==> config.mk <==
export PLATFORM = sky130hd
export DESIGN_NAME = irq_gather
export DESIGN_NICKNAME = d
export VERILOG_FILES = /design/src/rtl/irq_gather_pkg.sv /design/src/rtl/irq_gather_src_cell.sv /design/src/rtl/irq_gather_decode.sv /design/src/rtl/irq_gather.sv
export SDC_FILE = /design/constraint.sdc
export NUM_CORES = 1
export LEC_CHECK = 0
export ABC_CLOCK_PERIOD_IN_PS = 1500
export BUFFER_PORTS_ARGS = -buffer_cell sky130_fd_sc_hd__buf_2
export CAP_MARGIN = 10
export CORE_MARGIN = 2
export CORE_UTILIZATION = 32
export CTS_BUF_LIST = sky130_fd_sc_hd__clkbuf_4
export DETAILED_ROUTE_END_ITERATION = 8
export PLACE_DENSITY = 0.83
export SLEW_MARGIN = 20
export SYNTH_ARGS = -nofsm -noshare
export SYNTH_HDL_FRONTEND = slang
export SYNTH_SLANG_ARGS = --single-unit
==> constraint.sdc <==
create_clock -name clk_i -period 1.5 [get_ports clk_i]
set_input_delay 0 -clock clk_i [delete_from_list [all_inputs] [get_ports clk_i]]
set_output_delay 0 -clock clk_i [all_outputs]
set_load 0.1 [all_outputs]
==> src/rtl/irq_gather_pkg.sv <==
package irq_gather_pkg;

    typedef enum logic {
        LAYOUT_MERGED   = 1'b0,
        LAYOUT_SEPARATE = 1'b1
    } layout_e;

    // distance between an enable bit and its pending bit in the merged word
    localparam int unsigned PEND_SHIFT      = 16;
    // highest number of bit positions usable by the merged pending field
    localparam int unsigned MERGED_MAX_BITS = 13;
    localparam int unsigned DATA_W          = 32;

endpackage

==> src/rtl/irq_gather_src_cell.sv <==
module irq_gather_src_cell (
    input  logic src_i,
    input  logic clr_i,
    input  logic pend_q_i,
    output logic pend_d_o
);

    // a live input wins over a clear arriving in the same cycle
    always_comb begin
        pend_d_o = (pend_q_i & ~clr_i) | src_i;
    end

endmodule

==> src/rtl/irq_gather_decode.sv <==
module irq_gather_decode
    import irq_gather_pkg::*;
#(
    parameter int unsigned NUM_SRC    = 4,
    parameter int unsigned SRC_BASE   = 0,
    parameter layout_e     LAYOUT     = LAYOUT_MERGED,
    parameter bit          EN_AT_ZERO = 1'b1,
    parameter int unsigned ADDR_W     = 8
) (
    input  logic [ADDR_W-1:0]  addr_i,
    input  logic               we_i,
    input  logic [DATA_W-1:0]  wdata_i,
    input  logic [NUM_SRC-1:0] en_q_i,
    input  logic [NUM_SRC-1:0] pend_q_i,
    output logic               en_wr_o,
    output logic [NUM_SRC-1:0] en_wval_o,
    output logic [NUM_SRC-1:0] pend_clr_o,
    output logic [DATA_W-1:0]  rdata_o
);

    localparam logic [ADDR_W-1:0] ADDR_LO  = '0;
    localparam logic [ADDR_W-1:0] ADDR_HI  = ADDR_W'(4);
    localparam logic [ADDR_W-1:0] EN_ADDR  = EN_AT_ZERO ? ADDR_LO : ADDR_HI;
    localparam logic [ADDR_W-1:0] PND_ADDR = EN_AT_ZERO ? ADDR_HI : ADDR_LO;

    logic unused_wdata;
    assign unused_wdata = ^wdata_i;

    generate
        if (LAYOUT == LAYOUT_MERGED) begin : g_merged
            logic hit;
            assign hit = (addr_i == ADDR_LO);

            always_comb begin
                en_wr_o = we_i & hit;
                rdata_o = '0;
                for (int k = 0; k < NUM_SRC; k++) begin
                    en_wval_o[k]  = wdata_i[SRC_BASE + k];
                    pend_clr_o[k] = we_i & hit & wdata_i[SRC_BASE + k + PEND_SHIFT];
                    if (hit) begin
                        rdata_o[SRC_BASE + k]              = en_q_i[k];
                        rdata_o[SRC_BASE + k + PEND_SHIFT] = pend_q_i[k];
                    end
                end
            end
        end else begin : g_separate
            logic en_hit;
            logic pnd_hit;
            assign en_hit  = (addr_i == EN_ADDR);
            assign pnd_hit = (addr_i == PND_ADDR);

            always_comb begin
                en_wr_o = we_i & en_hit;
                rdata_o = '0;
                for (int k = 0; k < NUM_SRC; k++) begin
                    en_wval_o[k]  = wdata_i[SRC_BASE + k];
                    pend_clr_o[k] = we_i & pnd_hit & wdata_i[SRC_BASE + k];
                    if (en_hit) begin
                        rdata_o[SRC_BASE + k] = en_q_i[k];
                    end else if (pnd_hit) begin
                        rdata_o[SRC_BASE + k] = pend_q_i[k];
                    end
                end
            end
        end
    endgenerate

endmodule

==> src/rtl/irq_gather.sv <==
module irq_gather
    import irq_gather_pkg::*;
#(
    parameter int unsigned NUM_SRC    = 4,
    parameter int unsigned SRC_BASE   = 0,
    parameter layout_e     LAYOUT     = LAYOUT_MERGED,
    parameter bit          EN_AT_ZERO = 1'b1,
    parameter int unsigned ADDR_W     = 8
) (
    input  logic               clk_i,
    input  logic               rst_ni,
    input  logic [NUM_SRC-1:0] src_i,
    input  logic [ADDR_W-1:0]  reg_addr_i,
    input  logic               reg_we_i,
    input  logic [DATA_W-1:0]  reg_wdata_i,
    output logic [DATA_W-1:0]  reg_rdata_o,
    output logic               irq_o
);

    typedef struct packed {
        logic [NUM_SRC-1:0] en;
        logic [NUM_SRC-1:0] pend;
        logic               irq;
    } state_t;

    state_t state_d, state_q;

    logic               en_wr;
    logic [NUM_SRC-1:0] en_wval;
    logic [NUM_SRC-1:0] pend_clr;
    logic [NUM_SRC-1:0] pend_next;

    irq_gather_decode #(
        .NUM_SRC    (NUM_SRC),
        .SRC_BASE   (SRC_BASE),
        .LAYOUT     (LAYOUT),
        .EN_AT_ZERO (EN_AT_ZERO),
        .ADDR_W     (ADDR_W)
    ) u_decode (
        .addr_i     (reg_addr_i),
        .we_i       (reg_we_i),
        .wdata_i    (reg_wdata_i),
        .en_q_i     (state_q.en),
        .pend_q_i   (state_q.pend),
        .en_wr_o    (en_wr),
        .en_wval_o  (en_wval),
        .pend_clr_o (pend_clr),
        .rdata_o    (reg_rdata_o)
    );

    generate
        for (genvar k = 0; k < NUM_SRC; k++) begin : g_cell
            irq_gather_src_cell u_cell (
                .src_i    (src_i[k]),
                .clr_i    (pend_clr[k]),
                .pend_q_i (state_q.pend[k]),
                .pend_d_o (pend_next[k])
            );
        end
    endgenerate

    always_comb begin
        state_d      = state_q;
        state_d.pend = pend_next;
        if (en_wr) begin
            state_d.en = en_wval;
        end
        state_d.irq = |(state_q.en & state_q.pend);
    end

    always_ff @(posedge clk_i) begin
        if (!rst_ni) begin
            state_q <= '0;
        end else begin
            state_q <= state_d;
        end
    end

    assign irq_o = state_q.irq;

endmodule

==> flow_summary.json <==
{
  "synthTopCellsByArea": "dfxtp_1 29%, buf_4 29%, and2_1 8.2%, mux2i_1 6.5%, nand2_1 4.9%",
  "cp.arrival_ns": 1.33,
  "coreArea_mm2": 0.001764,
  "die_h_um": 47.77,
  "dr.first_iter.drc_count": 13,
  "synth_top_family_by_area": "buffers and inverters",
  "die_x_um": 47.77,
  "synth_fa_ha_area_share_pct": 0,
  "grt_pass1_vias": 521,
  "drv_cap": 0,
  "cts_setup_buffers": 0,
  "endpoint_kind": "output port",
  "hold_path_class": "in2reg",
  "layout_common_cells": "24 x conb_1, 23 x buf_2, 11 x dlygate4sd3_1",
  "rows": 15,
  "syn_to_final_growth_pct": 58.98,
  "drive_gt1_share_pct": 38.66,
  "multiInputGateArea_um2": 329.1,
  "antenna_found_initial": 0,
  "drcViolationCount": 0,
  "via_per_inst": 4.028,
  "setup_violations": 0,
  "vdd_drop_max_mv": 0.4797,
  "max_stage_delay_ns": 0.59,
  "hpwl_mm": 1.080,
  "finClkSkew_ns": 0.003268,
  "synth_cell_types": 16,
  "ant_nets": 0,
  "yosys.area.top_type_share_pct": 29.39,
  "io_buffers": 31,
  "yosys.area.top_type": "dfxtp_1",
  "num_io_pins": 80,
  "die-area_mm2": 0.002282,
  "antennaDiodeCount": 0,
  "regArea_um2": 180.2,
  "path_cells": "buf_2 > or4_1 > nor2_2 > and2_2 > buf_12",
  "fin_crit_ns": 1.332,
  "gp_congestion": 0.6573,
  "yosysWarnings": 0,
  "startpoint_type": "input port",
  "cts_buffers": 3,
  "clock_sinks": 9,
  "hold-worst-slack_ns": 0.007702,
  "final_nets": 167,
  "tritoncts": "yes",
  "synth_compound_area_share_pct": 11.02,
  "crit_required_ns": 1.50,
  "ys_seq_elements": 9,
  "grt_pass1_wl_mm": 2.104,
  "synth.yosys.seq_area_share_pct": 29.39,
  "syn_avg_cell_area_um2": 8.175,
  "clk_latency_ns": 0.26,
  "dr.pass1.iters": 4,
  "mappedNetlistArea_um2": 613.1,
  "drv_slew": 0,
  "fill_cells": 180,
  "rsz0062_at_grt": "false",
  "p_leak_uw": 0.0004738,
  "start_util_pct": 34.75,
  "grt_usage_pct": 13.47,
  "num_vias": 580,
  "status": "complete, no violations",
  "drt-total-wl_mm": 1.353,
  "grt_max_degree": 14,
  "crit_fanout": 8,
  "p_per_area_mw_per_mm2": 813.4,
  "yosys.area_share.simple_pct": 19.39,
  "htreeDepth": 1,
  "synth_xor_area_share_pct": 0,
  "crit_type": "in2out",
  "wl_per_cell_um": 9.396,
  "cts_root_buf": "clkbuf_4",
  "cts_buffer_depth": 2,
  "final_common_cell": "conb_1",
  "final-hold-violation-count": 0,
  "tns_ns": 0,
  "cpMaxStageDelayCell": "or4_1",
  "grt_overflow": 0,
  "timing.final.crit_share_pct": 88.81,
  "path_clk_slew_ns": 0.06,
  "syn_inst": 75,
  "synth_mux_area_share_pct": 6.531,
  "clock.fmax_mhz": 750.7
}
## cell usage after synthesis
master and count:
a21boi_0 1, a22oi_1 2, a31oi_1 4, and2_1 8, buf_4 24, clkbuf_1 1
conb_1 1, dfxtp_1 9, inv_1 5, mux2i_1 4, nand2_1 8, nor2_1 1
nor3_4 1, o21ai_0 4, or4_1 1, or4_4 1
## path summary, 6_finish.rpt
| path | start | endpoint | slack, ns | depth (start not counted) |
|---|---|---|---|---|
| worst min register to register | state_q[6] | state_q[6] | 0.48 | 2 |
| worst min-delay path | reg_wdata_i[3] | state_q[8] | 0.008 | 3 |
| worst max-delay path | reg_addr_i[1] | reg_rdata_o[0] | 0.17 | 5 |
| worst max register to register | state_q[1] | irq_o | 0.75 | 2 |
## cells by family (layout without fill, tap and decap cells)
kind of cell,after synthesis,count (layout)
buffers and inverters,30,51
AND/OR/NAND/NOR,20,20
AO/OA/AOI/OAI,11,11
flip-flops,9,9
multiplexers,4,4
other,1,24
## flip-flops by register name, summed over array words and instances, names as in the netlist
name and cells:
irq_o 1, state_q 8
## cell type report
| cell class | count | share of cell area [%] |
|---|---|---|
| sequential | 9 | 18.49 |
| inverter | 5 | 1.926 |
| timing repair buffer | 42 | 39.54 |
| clock buffer | 4 | 3.081 |
| multi-input combinational | 59 | 33.76 |
| tap | 25 | 3.209 |
## timing repair
action / 4_1_cts / 5_1_grt
gates resized for setup: 0 / 1
endpoints found under the setup margin: 0 / 8
hold buffers: 10 / 1
endpoints found under the hold margin: 7 / 1
## layer usage
metal	wire (µm)	track usage [%]	vias up	share of wire [%]
li1	-	-	286	-
met1	536	14.03	255	40
met2	666	22.40	34	49
met3	130	6.415	5	9.6
met4	20	7.027	0	1.5
met5	0	0	-	0
## per-stage QoR
stage / cell area [µm²] / total power (µW) / worst slack, ns / instances / utilization [%]
floorplan: 709.4 / 584.2 / 0.1739 / 98 / -
global placement: 832.0 / 565.3 / 0.07553 / 129 / 47.16
detailed placement: 832.0 / 569.0 / 0.04933 / 129 / 47.16
CTS: 962.2 / 793.0 / 0.05260 / 143 / 54.54
global route: 974.7 / 824.4 / 0.07265 / 144 / 55.25
finish: 974.7 / 792.8 / 0.1679 / 144 / 55.25
## power breakdown
group | switching (µW) | total (µW) | internal [µW]
sequential | 5.47 | 252 | 247
clock | 84.7 | 205 | 121
combinational | 288 | 335 | 47.4
total | 378 | 793 | 415
## worst max-delay path, delay by kind of cell
kind / cells / cell delay [ns]
buffers and inverters: 2 / 0.26
and+or+nand+nor: 3 / 1.06
No activity file was read; power rests on OpenSTA's default activity.
